==> config.mk <==
export PLATFORM = sky130hd
export DESIGN_NAME = irq_xfer_ctrl
export DESIGN_NICKNAME = d
export VERILOG_FILES = /design/src/rtl/xfer_pkg.sv /design/src/rtl/xfer_region_lat.sv /design/src/rtl/xfer_bus_port.sv /design/src/rtl/xfer_prio_pick.sv /design/src/rtl/irq_xfer_ctrl.sv
export SDC_FILE = /design/constraint.sdc
export NUM_CORES = 1
export LEC_CHECK = 0
export ABC_AREA = 0
export CAP_MARGIN = 10
export CORE_ASPECT_RATIO = 1.2
export CORE_UTILIZATION = 58
export CTS_CLUSTER_SIZE = 28
export DETAILED_ROUTE_END_ITERATION = 10
export PLACE_DENSITY = 0.81
export SLEW_MARGIN = 20
export SYNTH_ARGS = -nofsm -noshare
export SYNTH_HDL_FRONTEND = slang
export SYNTH_SLANG_ARGS = --single-unit
==> constraint.sdc <==
create_clock -name clk -period 6.9 [get_ports clk]
set_input_delay 1.035 -clock clk [delete_from_list [all_inputs] [get_ports clk]]
set_output_delay 1.035 -clock clk [all_outputs]
set_load 0.01 [all_outputs]
==> src/rtl/xfer_pkg.sv <==
package xfer_pkg;

  typedef enum logic [2:0] {
    S_IDLE,
    S_VEC,
    S_DESC,
    S_RD,
    S_WR,
    S_WB,
    S_FIN
  } xfer_state_e;

  localparam int unsigned MODE_W         = 8;
  localparam int unsigned MODE_CHAIN_BIT = 4;
  localparam int unsigned MODE_WORD_BIT  = 5;

  localparam logic [1:0] STEP_INC = 2'b01;
  localparam logic [1:0] STEP_DEC = 2'b10;

  localparam logic [1:0] REG_RAM = 2'b00;
  localparam logic [1:0] REG_ROM = 2'b01;
  localparam logic [1:0] REG_IO  = 2'b10;

endpackage

==> src/rtl/xfer_region_lat.sv <==
module xfer_region_lat
  import xfer_pkg::*;
#(
  parameter logic [2:0] LAT_RAM  = 3'd1,
  parameter logic [2:0] LAT_ROM  = 3'd1,
  parameter logic [2:0] LAT_IO_B = 3'd2,
  parameter logic [2:0] LAT_IO_W = 3'd4,
  parameter logic [2:0] LAT_EXT  = 3'd2
) (
  input  logic [1:0] region,
  input  logic       word,
  output logic [2:0] lat,
  output logic       ext
);

  always_comb begin
    ext = 1'b0;
    unique case (region)
      REG_RAM: lat = LAT_RAM;
      REG_ROM: lat = LAT_ROM;
      REG_IO:  lat = word ? LAT_IO_W : LAT_IO_B;
      default: begin
        lat = LAT_EXT;
        ext = 1'b1;
      end
    endcase
  end

endmodule

==> src/rtl/xfer_bus_port.sv <==
module xfer_bus_port #(
  parameter int unsigned AW = 16,
  parameter int unsigned DW = 32
) (
  input  logic          clk,
  input  logic          rst_n,
  input  logic          start,
  input  logic [AW-1:0] st_addr,
  input  logic          st_we,
  input  logic          st_word,
  input  logic [DW-1:0] st_wdata,
  input  logic          mem_wait,
  output logic          mem_req,
  output logic          mem_we,
  output logic [AW-1:0] mem_addr,
  output logic [DW-1:0] mem_wdata,
  output logic          done
);

  logic          req_q, req_d;
  logic [2:0]    cnt_q, cnt_d;
  logic [2:0]    lat_q, lat_d;
  logic          ext_q, ext_d;
  logic          we_q, we_d;
  logic [AW-1:0] addr_q, addr_d;
  logic [DW-1:0] wdata_q, wdata_d;
  logic [2:0]    lat_dec;
  logic          ext_dec;
  logic          stall;

  xfer_region_lat u_region (
    .region (st_addr[AW-1 -: 2]),
    .word   (st_word),
    .lat    (lat_dec),
    .ext    (ext_dec)
  );

  assign stall = ext_q && mem_wait;
  assign done  = req_q && !stall && (cnt_q == lat_q - 3'd1);

  always_comb begin
    req_d   = req_q;
    cnt_d   = cnt_q;
    lat_d   = lat_q;
    ext_d   = ext_q;
    we_d    = we_q;
    addr_d  = addr_q;
    wdata_d = wdata_q;
    if (start) begin
      req_d   = 1'b1;
      cnt_d   = 3'd0;
      lat_d   = lat_dec;
      ext_d   = ext_dec;
      we_d    = st_we;
      addr_d  = st_addr;
      wdata_d = st_wdata;
    end else if (req_q) begin
      if (done) begin
        req_d = 1'b0;
      end else if (!stall) begin
        cnt_d = cnt_q + 3'd1;
      end
    end
  end

  always_ff @(posedge clk or negedge rst_n) begin
    if (!rst_n) begin
      req_q   <= 1'b0;
      cnt_q   <= '0;
      lat_q   <= 3'd1;
      ext_q   <= 1'b0;
      we_q    <= 1'b0;
      addr_q  <= '0;
      wdata_q <= '0;
    end else begin
      req_q   <= req_d;
      cnt_q   <= cnt_d;
      lat_q   <= lat_d;
      ext_q   <= ext_d;
      we_q    <= we_d;
      addr_q  <= addr_d;
      wdata_q <= wdata_d;
    end
  end

  assign mem_req   = req_q;
  assign mem_we    = we_q;
  assign mem_addr  = addr_q;
  assign mem_wdata = wdata_q;

endmodule

==> src/rtl/xfer_prio_pick.sv <==
module xfer_prio_pick #(
  parameter int unsigned N  = 4,
  parameter int unsigned SW = 2
) (
  input  logic [N-1:0]  req,
  output logic [SW-1:0] idx,
  output logic          any
);

  always_comb begin
    idx = '0;
    any = 1'b0;
    for (int i = N - 1; i >= 0; i--) begin
      if (req[i]) begin
        idx = SW'(i);
        any = 1'b1;
      end
    end
  end

endmodule

==> src/rtl/irq_xfer_ctrl.sv <==
module irq_xfer_ctrl
  import xfer_pkg::*;
#(
  parameter int unsigned N_SRC    = 4,
  parameter int unsigned AW       = 16,
  parameter int unsigned DW       = 32,
  parameter logic [AW-1:0] VEC_BASE = '0
) (
  input  logic             clk,
  input  logic             rst_n,
  input  logic [N_SRC-1:0] irq_req,
  input  logic [N_SRC-1:0] irq_en,
  input  logic [N_SRC-1:0] xfer_en_set,
  output logic [N_SRC-1:0] xfer_en,
  output logic [N_SRC-1:0] irq_clr,
  output logic [N_SRC-1:0] cpu_irq,
  output logic             busy,
  output logic             mem_req,
  output logic             mem_we,
  output logic [AW-1:0]    mem_addr,
  output logic [DW-1:0]    mem_wdata,
  input  logic [DW-1:0]    mem_rdata,
  input  logic             mem_wait
);

  localparam int unsigned SW = (N_SRC > 1) ? $clog2(N_SRC) : 1;
  localparam int unsigned CW = DW / 2;

  // reset: asserted asynchronously, released on the clock
  logic [1:0] rsync_q;
  logic       rst_ni;
  always_ff @(posedge clk or negedge rst_n) begin
    if (!rst_n) rsync_q <= 2'b00;
    else        rsync_q <= {rsync_q[0], 1'b1};
  end
  assign rst_ni = rsync_q[1];

  xfer_state_e       st_q, st_d;
  logic [SW-1:0]     src_q, src_d;
  logic [AW-1:0]     ptr_q, ptr_d;
  logic [1:0]        idx_q, idx_d;
  logic [MODE_W-1:0] mode_q, mode_d;
  logic [AW-1:0]     sar_q, sar_d;
  logic [AW-1:0]     dar_q, dar_d;
  logic [CW-1:0]     cnt_q, cnt_d;
  logic [CW-1:0]     cnth_q, cnth_d;
  logic [DW-1:0]     data_q, data_d;
  logic [N_SRC-1:0]  en_q, en_d, en_clr;
  logic              issued_q, issued_d;

  logic [AW-1:0] acc_addr;
  logic [DW-1:0] acc_wdata;
  logic          acc_we, acc_word, acc_on, start, done;
  logic [SW-1:0] pick_idx;
  logic          pick_any;

  function automatic logic [AW-1:0] step_addr(logic [AW-1:0] a, logic [1:0] m);
    if (m == STEP_INC)      return a + AW'(1);
    else if (m == STEP_DEC) return a - AW'(1);
    else                    return a;
  endfunction

  xfer_prio_pick #(.N(N_SRC), .SW(SW)) u_pick (
    .req (irq_req & irq_en & en_q),
    .idx (pick_idx),
    .any (pick_any)
  );

  xfer_bus_port #(.AW(AW), .DW(DW)) u_port (
    .clk       (clk),
    .rst_n     (rst_ni),
    .start     (start),
    .st_addr   (acc_addr),
    .st_we     (acc_we),
    .st_word   (acc_word),
    .st_wdata  (acc_wdata),
    .mem_wait  (mem_wait),
    .mem_req   (mem_req),
    .mem_we    (mem_we),
    .mem_addr  (mem_addr),
    .mem_wdata (mem_wdata),
    .done      (done)
  );

  assign acc_on   = (st_q != S_IDLE) && (st_q != S_FIN);
  assign start    = acc_on && !issued_q;
  assign issued_d = done ? 1'b0 : (start ? 1'b1 : issued_q);

  always_comb begin
    st_d = st_q;  src_d = src_q;  ptr_d = ptr_q;  idx_d = idx_q;
    mode_d = mode_q;  sar_d = sar_q;  dar_d = dar_q;
    cnt_d = cnt_q;  cnth_d = cnth_q;  data_d = data_q;
    en_clr = '0;  irq_clr = '0;
    acc_addr = '0;  acc_we = 1'b0;  acc_word = 1'b1;  acc_wdata = '0;
    unique case (st_q)
      S_IDLE: if (pick_any) begin
        src_d = pick_idx;
        st_d  = S_VEC;
      end
      S_VEC: begin
        acc_addr = VEC_BASE + AW'(src_q);
        if (done) begin
          ptr_d = mem_rdata[AW-1:0];
          idx_d = 2'd0;
          st_d  = S_DESC;
        end
      end
      S_DESC: begin
        acc_addr = ptr_q + AW'(idx_q);
        if (done) begin
          unique case (idx_q)
            2'd0: mode_d = mem_rdata[MODE_W-1:0];
            2'd1: sar_d  = mem_rdata[AW-1:0];
            2'd2: dar_d  = mem_rdata[AW-1:0];
            default: begin
              cnt_d  = mem_rdata[CW-1:0];
              cnth_d = mem_rdata[DW-1:CW];
            end
          endcase
          idx_d = idx_q + 2'd1;
          if (idx_q == 2'd3) st_d = S_RD;
        end
      end
      S_RD: begin
        acc_addr = sar_q;
        acc_word = mode_q[MODE_WORD_BIT];
        if (done) begin
          data_d = mem_rdata;
          st_d   = S_WR;
        end
      end
      S_WR: begin
        acc_addr  = dar_q;
        acc_we    = 1'b1;
        acc_word  = mode_q[MODE_WORD_BIT];
        acc_wdata = data_q;
        if (done) begin
          sar_d = step_addr(sar_q, mode_q[1:0]);
          dar_d = step_addr(dar_q, mode_q[3:2]);
          cnt_d = cnt_q - CW'(1);
          idx_d = 2'd0;
          st_d  = S_WB;
        end
      end
      S_WB: begin
        acc_addr = ptr_q + AW'(idx_q) + AW'(1);
        acc_we   = 1'b1;
        unique case (idx_q)
          2'd0:    acc_wdata = DW'(sar_q);
          2'd1:    acc_wdata = DW'(dar_q);
          default: acc_wdata = {cnth_q, cnt_q};
        endcase
        if (done) begin
          idx_d = idx_q + 2'd1;
          if (idx_q == 2'd2) begin
            if (mode_q[MODE_CHAIN_BIT]) begin
              ptr_d = ptr_q + AW'(4);
              idx_d = 2'd0;
              st_d  = S_DESC;
            end else begin
              st_d = S_FIN;
            end
          end
        end
      end
      default: begin
        if (cnt_q == '0) en_clr[src_q]  = 1'b1;
        else             irq_clr[src_q] = 1'b1;
        st_d = S_IDLE;
      end
    endcase
  end

  assign en_d = (en_q & ~en_clr) | xfer_en_set;

  always_ff @(posedge clk or negedge rst_ni) begin
    if (!rst_ni) begin
      st_q <= S_IDLE;  src_q <= '0;  ptr_q <= '0;  idx_q <= '0;
      mode_q <= '0;  sar_q <= '0;  dar_q <= '0;  cnt_q <= '0;
      cnth_q <= '0;  data_q <= '0;  en_q <= '0;  issued_q <= 1'b0;
    end else begin
      st_q <= st_d;  src_q <= src_d;  ptr_q <= ptr_d;  idx_q <= idx_d;
      mode_q <= mode_d;  sar_q <= sar_d;  dar_q <= dar_d;  cnt_q <= cnt_d;
      cnth_q <= cnth_d;  data_q <= data_d;  en_q <= en_d;  issued_q <= issued_d;
    end
  end

  assign xfer_en = en_q;
  assign cpu_irq = irq_req & irq_en & ~en_q;
  assign busy    = (st_q != S_IDLE);

endmodule

Yosys cells after proc, flatten, opt, wreduce, memory -nomap -nowiden
Cells that the tools add are included.
- bitwise gates (word level): 8
- multipliers: 0
- add/subtract/negate cells: 11
- shift-type cells: 0
- muxes and demuxes: 68
- reductions and logical operators: 36
- divide/modulo/power cells: 0
- $lt $le $gt $ge: 2
- equality and inequality tests: 33
- operator list (kind ; count):
    $mux W16 ; 17
    $pmux W16 S2 ; 4
    $pmux W32 S2 ; 2
    $pmux W16 S5 ; 1
    $add A16 B1 Y16 const B ; 3
    $sub A16 B1 Y16 const B ; 3
    $mux W3 ; 14
    $ne A2 B2 Y1 const B ; 13
    $mux W2 ; 9
    $pmux W3 S6 ; 1
    $add A16 B2 Y16 ; 1
    $add A16 B3 Y16 const B ; 1
    $and A4 B4 Y4 ; 4
    $logic_not A16 Y1 ; 1
    $mux W4 ; 4
    $reduce_and A5 Y1 ; 3
    $mux W1 ; 13
    $eq A2 B2 Y1 const B ; 5
    $ne A3 B3 Y1 const B ; 3
    $reduce_and A3 Y1 ; 3
    $eq A2 B1 Y1 const B ; 4
    $not A4 Y4 ; 2
    $reduce_and A4 Y1 ; 2
    $reduce_and A8 Y1 ; 1
    other kinds (25) ; 44
- flip-flop bits (word level): 189
- bits in latches: 0
- memories: 0
- logic and storage cells: 178
- memory bits (read-only): 0
- output and inout bits: 63
- bits of input ports: 47
- bits in writable memories: 0

Logic depth before layout (Yosys ltp)
Gate-level depths: netlist of run 1.
- depth in word-level cells: 9
- depth in mapped cells: 12
- gate-level depth less buffers: 12

By module
Synthesis of run 1 repeated with hierarchy kept, for this count alone.
- cell total of the unflattened synthesis: 1227
- area, all modules: 11528.6 µm²
- by module, submodules not included (module ; area each (µm²) ; instances ; sequential area each (µm²) ; cells each):
    irq_xfer_ctrl ; 9192.6 ; 1 ; 3303.2 ; 1071
    xfer_bus_port ; 2278.4 ; 1 ; 1427.6 ; 144
    xfer_prio_pick ; 35.0 ; 1 ; 0.0 ; 7
    xfer_region_lat ; 22.5 ; 1 ; 0.0 ; 5

Worst setup path after synthesis of run 1
No wires, ideal clock.
- path kind: register to register
- from: register mode_q[0]
- to: register sar_q[15]
- data required time: 6758 ps
- setup time: 142 ps
- cell stages (with the launch flop): 12
- buffers on the path: 0
- path slack: 3801 ps
- data arrival time: 2957 ps
- period minus slack after synthesis: 3099 ps
- cell sequence: dfrtp_1 ha_1 inv_1 ha_1 a211o_1 a2111oi_0 o211ai_1 a31oi_1 nor2b_1 o21ai_0 mux2i_1 a211oi_1
- cells in the longest elaborated chain, start to end: 4
- elaborated cells on any way between the ends: 7
- classes of those cells: eq/ne (3); mux (3); reduce/logical (1)
- RTL lines (item ; line ; text):
    start: declaration ; irq_xfer_ctrl.sv:42 ; logic [MODE_W-1:0] mode_q, mode_d;
    start signal: assignment ; irq_xfer_ctrl.sv:183 ; mode_q <= mode_d; sar_q <= sar_d; dar_q <= dar_d; cnt_q <= cnt_d;
    $eq A2 B1 Y1 ; irq_xfer_ctrl.sv:58 ; if (m == STEP_INC) return a + AW'(1);
    $mux W16 ; irq_xfer_ctrl.sv:58 ;
    $mux W16 ; irq_xfer_ctrl.sv:137 ; if (done) begin
    $pmux W16 S2 ; irq_xfer_ctrl.sv:95 ; unique case (st_q)
    end signal: assignment ; irq_xfer_ctrl.sv:183 ;
    end: declaration ; irq_xfer_ctrl.sv:43 ; logic [AW-1:0] sar_q, sar_d;
Several ways; a longest one is shown, not always the timed one. The select of a mux whose other input is x is not followed.
A chain may end at the register's enable or synchronous reset.

Final worst setup path of run 1
- from: register cnt_q[5]
- to: output port irq_clr[0]
- cells in the longest elaborated chain, start to end: 3
- RTL lines (item ; line ; text):
    start: declaration ; irq_xfer_ctrl.sv:45 ; logic [CW-1:0] cnt_q, cnt_d;
    start signal: assignment ; irq_xfer_ctrl.sv:183 ;
    $logic_not A16 Y1 ; irq_xfer_ctrl.sv:167 ; if (cnt_q == '0) en_clr[src_q] = 1'b1;
    $mux W4 ; irq_xfer_ctrl.sv:167 ;
    $mux W4 ; irq_xfer_ctrl.sv:95 ;
    end: declaration ; irq_xfer_ctrl.sv:15 ; output logic [N_SRC-1:0] irq_clr,
No other way between the ends.

==> impl_metrics.ini, run 1 <==
[worst_setup_path]
critPathLaunchType = register
startpoint = cnt_q[5]
critPathRequiredTime_ns = 5.86
cpPeakStageDelay_ns = 0.67
r2r_end = sar_q[15]
rrSetupSlack_ns = 2.89
cp_max_fo = 8
criticalPathCategory = register to output port
crit_arrival_ns = 3.33
worst_path_max_delay_cell = nor3b_2
timing.rr.start = mode_q[0]
reg2regPathDepth = 11
path_cells = or4_1, nor2_1, nand2_1, nor3b_2, nor2b_1, clkdlybuf4s50_1
cp-end-kind = output port

[clock_tree]
postCtsSetupBuffers = 0
cts_root_buf = clkbuf_16
ctsHoldBuffers = 0
cts_tree = yes
clock_sinks = 189
clockBufferDepth = 2
clk_latency_ns = 0.45
clk_pin_slew_ns = 0.08
cts_max_level = 4
cts_made_buffers = 17
ctsResizeCount = 0

[die]
num_rows = 55
die_h_um = 154.2
initial_core_util = 0.5940
io-pin-count = 110
die_w_um = 128.9
fp.dieArea_mm2 = 0.01987
core_area_mm2 = 0.01886

[power]
p_int_mw = 3.508
fin_total_pwr_mw = 6.408
switching_share = 0.4526
combPwrFrac = 0.520
pwr-share-seq = 0.319
power.net_switching_mw = 2.900
pwr-share-clk = 0.160
peakVddDrop_v = 0.0003090
p_leak_nw = 5.443
p_per_area_mw_per_mm2 = 491.3

[detailed_routing]
drt-total-wl_mm = 32.86
dr.pass1.iters = 8
vias_per_cell = 6.397
vias = 10110
drcViolationCount = 0
drt-initial-drc-count = 1282
ant_nets = 0
wl_met1_mm = 12.43
top_layer = met4
wl_per_cell_um = 20.78
wl_met3_mm = 2.990
dr_wl_met2_mm = 15.21

[sta]
drv_slew = 0
hold_viol = 0
min_period_over_period = 0.6322
relSlewSlack = 0.2979
timing.final.ws_setup_ns = 2.538
tns_ns = 0
worst_slew_pin_slew_ns = 1.053
period_minus_slack_ns = 4.362
rsz0062_at_grt = no
whs_ns = 0.3708
setup_viol = 0
max_freq_ghz = 0.2293
skew_ns = 0.01575

[placed_design]
post-place-ws_ns = 2.683
placed_cells = 1549
hpwlAfterDp_mm = 22.96
postPlaceCellArea_mm2 = 0.01240
gp_congestion = 0.9405
numPortBuffers = 109

[finish]
nets = 1403
fin_util = 0.6917
drive_gt1_frac = 0.1019
fill_cells = 1492
finalNonFillerCells = 1581
antenna_cells = 0
seq_area_mm2 = 0.004735
post-route-cell-area_mm2 = 0.01304
multi_input_area_mm2 = 0.006087
flow.area_growth_from_synthesis_pct = 16.44

[grt]
grt_pass1_vias = 9571
grt_pass1_wl_mm = 52.07
antenna_found_initial = 0
grt_use_total = 0.3434
grt_max_degree = 77
grt_overflow = 0

[yosys]
seq_area_frac_synth = 0.4224
yosys_warnings = 0
ys_types = 73
async_flop_share = 1.000
syn_avg_cell_area_um2 = 9.018
synth_edf_count = 0
netlist_instances = 1242
ys_ff_latch = 189
syn_nets = 1333
synth-main-ff-cell = dfrtp_1
syn-cell-area_mm2 = 0.01120

[worst_hold_path]
hp-class = register to register
holdPathEnd = rsync_q[1]
worstHoldStart = rsync_q[0]
hold_path_depth = 0

[run]
drv_cap = 0

[run_status]
status = complete, no violations
-- worst max-delay path, delay by kind of cell (launching register included) --
| kind | cells | cell delay, ns |
|---|---|---|
| buf+inv | 1 | 0.51 |
| flops | 1 | 0.43 |
| simple gates | 5 | 1.93 |
-- power by group through the flow --
| stage | registers (mW) | clock network [mW] | logic (mW) |
|---|---|---|---|
| 2_1_floorplan | 1.88 | 0 | 2.47 |
| 3_3_place_gp | 2.01 | 0 | 3.14 |
| 3_5_place_dp | 2.04 | 0 | 3.25 |
| 4_1_cts | 2.02 | 1.03 | 3.28 |
| 5_1_grt | 2.10 | 1.07 | 3.66 |
| 6_report | 2.05 | 1.03 | 3.33 |
-- logic make-up after synthesis --
kind of cell	Yosys count	share of synthesized area
buf+inv	95	0.03742
flops	189	0.4224
mux	71	0.07015
fa+ha+maj	44	0.05116
xor+xnor	52	0.04189
compound gates	392	0.2144
other cells	1	0.0003348
simple gates	398	0.1623
-- layout by cell type (no fill, tap or decap), types with 15 or more instances in the layout --
cell / instances
a21o_1: 15
a21oi_1: 132
a221oi_1: 18
a22oi_1: 27
a31oi_1: 21
clkbuf_16: 17
clkdlybuf4s50_1: 109
dfrtp_1: 187
ha_1: 41
inv_1: 25
mux2_2: 60
nand2_1: 145
nand3_1: 23
nor2_1: 126
nor3_1: 25
o21ai_0: 102
xnor2_1: 34
xor2_1: 17
-- Yosys cell counts (6+ instances only) --
master / instances / area share
mux2_2: 60 / 0.060
a221oi_1: 18 / 0.014
ha_1: 41 / 0.046
buf_1: 8 / 0.0027
and2_1: 11 / 0.0061
nor2b_1: 10 / 0.0056
a21o_1: 15 / 0.010
a21oi_1: 132 / 0.059
a31oi_1: 21 / 0.012
o21a_1: 6 / 0.0040
o21ai_0: 102 / 0.046
a22o_1: 10 / 0.0078
nand4_1: 10 / 0.0056
nor2_1: 128 / 0.043
xor2_1: 17 / 0.013
nand2_1: 145 / 0.049
xnor2_1: 34 / 0.027
nor3_1: 26 / 0.012
dfrtp_1: 188 / 0.42
inv_1: 25 / 0.0084
buf_2: 8 / 0.0036
nand3_1: 23 / 0.010
nand2b_1: 8 / 0.0045
mux2i_1: 11 / 0.0098
o211ai_1: 6 / 0.0040
nor4_1: 7 / 0.0039
a22oi_1: 27 / 0.018
clkbuf_1: 47 / 0.016
or2_2: 7 / 0.0039
o22ai_1: 10 / 0.0056
-- registers in the layout, summed over array words and instances, names as in the netlist --
name / cells
data_q: 32
u_port.mem_wdata: 32
cnt_q: 16
cnth_q: 16
dar_q: 16
ptr_q: 16
sar_q: 16
u_port.mem_addr: 16
mode_q: 6
xfer_en: 4
st_q: 3
u_port.cnt_q: 3
u_port.lat_q: 3
idx_q: 2
rsync_q: 2
src_q: 2
issued_q: 1
u_port.ext_q: 1
u_port.mem_req: 1
u_port.mem_we: 1
-- worst max path at each step --
| stage | slack [ns] | cells past startpoint | endpoint |
|---|---|---|---|
| CTS | 2.58 | 6 | irq_clr[0] |
| global route | 2.33 | 7 | irq_clr[2] |
| detailed placement | 2.68 | 8 | cnt_q[6] |
| floorplan | 1.25 | 0 | cnt_q[0] |
| global placement | 2.75 | 8 | cnt_q[6] |
| finish | 2.54 | 6 | irq_clr[0] |
-- layer usage --
metal | up-vias | global-route usage
met1 | 4862 | 0.4461
met3 | 121 | 0.05396
met5 | - | 0
met2 | 521 | 0.5382
met4 | 0 | 0.2129
li1 | 4609 | -
-- layout make-up --
type | count | area share
clock inverters | 15 | 0.01535
repair buffers | 121 | 0.09056
clock buffers | 17 | 0.03262
well taps | 256 | 0.02456
inverters | 25 | 0.007195
multi-input cells | 958 | 0.4667
flip-flops and latches | 189 | 0.3630
(Power assumes the default switching activity.)
==> inputs of run 2 (changes only) <==
CORE_UTILIZATION = 53   (was 58)
PLACE_DENSITY = 0.78   (was 0.81)
clock period = 3.49 ns   (was 6.9 ns; I/O delays follow)
==> impl_metrics.ini, run 2 (same netlist as run 1, synthesis figures left out) <==
[detailed_routing]
vias = 9898
dr.pass1.iters = 6
ant_nets = 0
drt-initial-drc-count = 851
drt-total-wl_mm = 32.56
drcViolationCount = 0
wl_per_cell_um = 20.24
vias_per_cell = 6.152

[sta]
relSlewSlack = 0.3093
worst_slew_pin_slew_ns = 1.036
hold_viol = 0
max_freq_ghz = 0.3055
rsz0062_at_grt = no
tns_ns = 0
skew_ns = 0.01745
min_period_over_period = 0.9378
timing.final.ws_setup_ns = 0.2171
drv_slew = 0
setup_viol = 0
period_minus_slack_ns = 3.273

[worst_setup_path]
crit_arrival_ns = 2.75
critPathRequiredTime_ns = 2.97
critPathLaunchType = register
cp-end-kind = output port
cp_max_fo = 8
criticalPathCategory = register to output port

[clock_tree]
clk_pin_slew_ns = 0.08
cts_max_level = 4
clock_sinks = 189
cts_root_buf = clkbuf_16
ctsHoldBuffers = 0
clk_latency_ns = 0.45
clockBufferDepth = 2
postCtsSetupBuffers = 0
cts_tree = yes
cts_made_buffers = 17

[die]
die_w_um = 134.7
num_rows = 57
fp.dieArea_mm2 = 0.02172
die_h_um = 161.3
core_area_mm2 = 0.02047
io-pin-count = 110
initial_core_util = 0.5472

[power]
peakVddDrop_v = 0.0006791
p_leak_nw = 5.562
p_per_area_mw_per_mm2 = 964.2

[placed_design]
post-place-ws_ns = 0.1944
numPortBuffers = 109
gp_congestion = 0.9762
hpwlAfterDp_mm = 23.80

[grt]
grt_overflow = 0
grt_max_degree = 72
antenna_found_initial = 0
grt_pass1_wl_mm = 51.32
grt_use_total = 0.3105
grt_pass1_vias = 9288

[finish]
final_cell_mix = 187 x dfrtp_1, 145 x nand2_1, 132 x a21oi_1
final_common_cell = dfrtp_1
flow.area_growth_from_synthesis_pct = 18.42
fin_util = 0.6480
drive_gt1_frac = 0.1161
nets = 1422
antenna_cells = 0

[worst_hold_path]
hp-class = input pin to async pin

[run_status]
status = complete, no violations

[run]
drv_cap = 0
-- run 2: cell count changes in the layout (fill, tap and decap cells not counted), sizes merged --
cell / change
clkinv: -1
inv: +2
clkinvlp: -1
buf: +19
-- run 2: where the power goes --
| group | switching [mW] | total (mW) | internal (mW) |
|---|---|---|---|
| clock | 1.03 | 2.03 | 0.998 |
| combinational | 3.68 | 6.72 | 3.04 |
| sequential | 1.00 | 4.04 | 3.04 |
| total | 5.72 | 12.8 | 7.07 |
-- run 2: worst max-delay path, cell delays in order, from the launching register on --
cell and delay (ns):
dfrtp_1 0.45, or4_1 0.57, nor2_1 0.15, nand2_1 0.16
nor3b_2 0.21, buf_4 0.20, nor4_1 0.07, clkdlybuf4s50_1 0.49
-- run 2: metrics by stage --
stage | hold WS, ns | instances | power, mW | cell area, um2
6_report | 0.2259 | 1609 | 12.79 | 13260
3_3_place_gp | 0.3371 | 1576 | 10.44 | 12600
2_1_floorplan | 0.2279 | 1242 | 8.592 | 11200
3_5_place_dp | 0.3458 | 1577 | 10.64 | 12610
5_1_grt | 0.2202 | 1609 | 13.71 | 13260
4_1_cts | 0.2165 | 1609 | 12.70 | 13230
-- run 2: final timing paths --
path	startpoint	end	slack, ns	cells past startpoint
setup / recovery	cnt_q[5]	irq_clr[1]	0.22	7
hold / removal	rst_n	rsync_q[0]	0.23	1
setup reg to reg	idx_q[0]	u_port.lat_q[1]	0.26	11
hold reg to reg	rsync_q[0]	rsync_q[1]	0.36	0
max in group asynchronous	rsync_q[1]	cnth_q[5]	2.16	1
min in group clk	rsync_q[0]	rsync_q[1]	0.36	0
-- run 2: cell type report --
type | instances | area [um2]
inverters | 25 | 93.84
clock buffers | 17 | 425.4
clock inverters | 15 | 196.4
repair buffers | 140 | 1374
multi-input cells | 958 | 6108
flip-flops and latches | 189 | 4735
fillers | 1682 | 7204
well taps | 265 | 331.6
-- run 2: repair_timing --
action                     in CTS  in global routing
resized for setup               1                  4
setup endpoints to repair       4                 10
pin swaps                       0                  2
-- run 2: per-layer routing --
layer,GRT usage,wire length [um],vias up
met1,0.3985,12810,4717
li1,-,-,4667
met4,0.1910,2016,0
met2,0.4827,15000,419
met5,0,0,-
met3,0.06152,2738,95
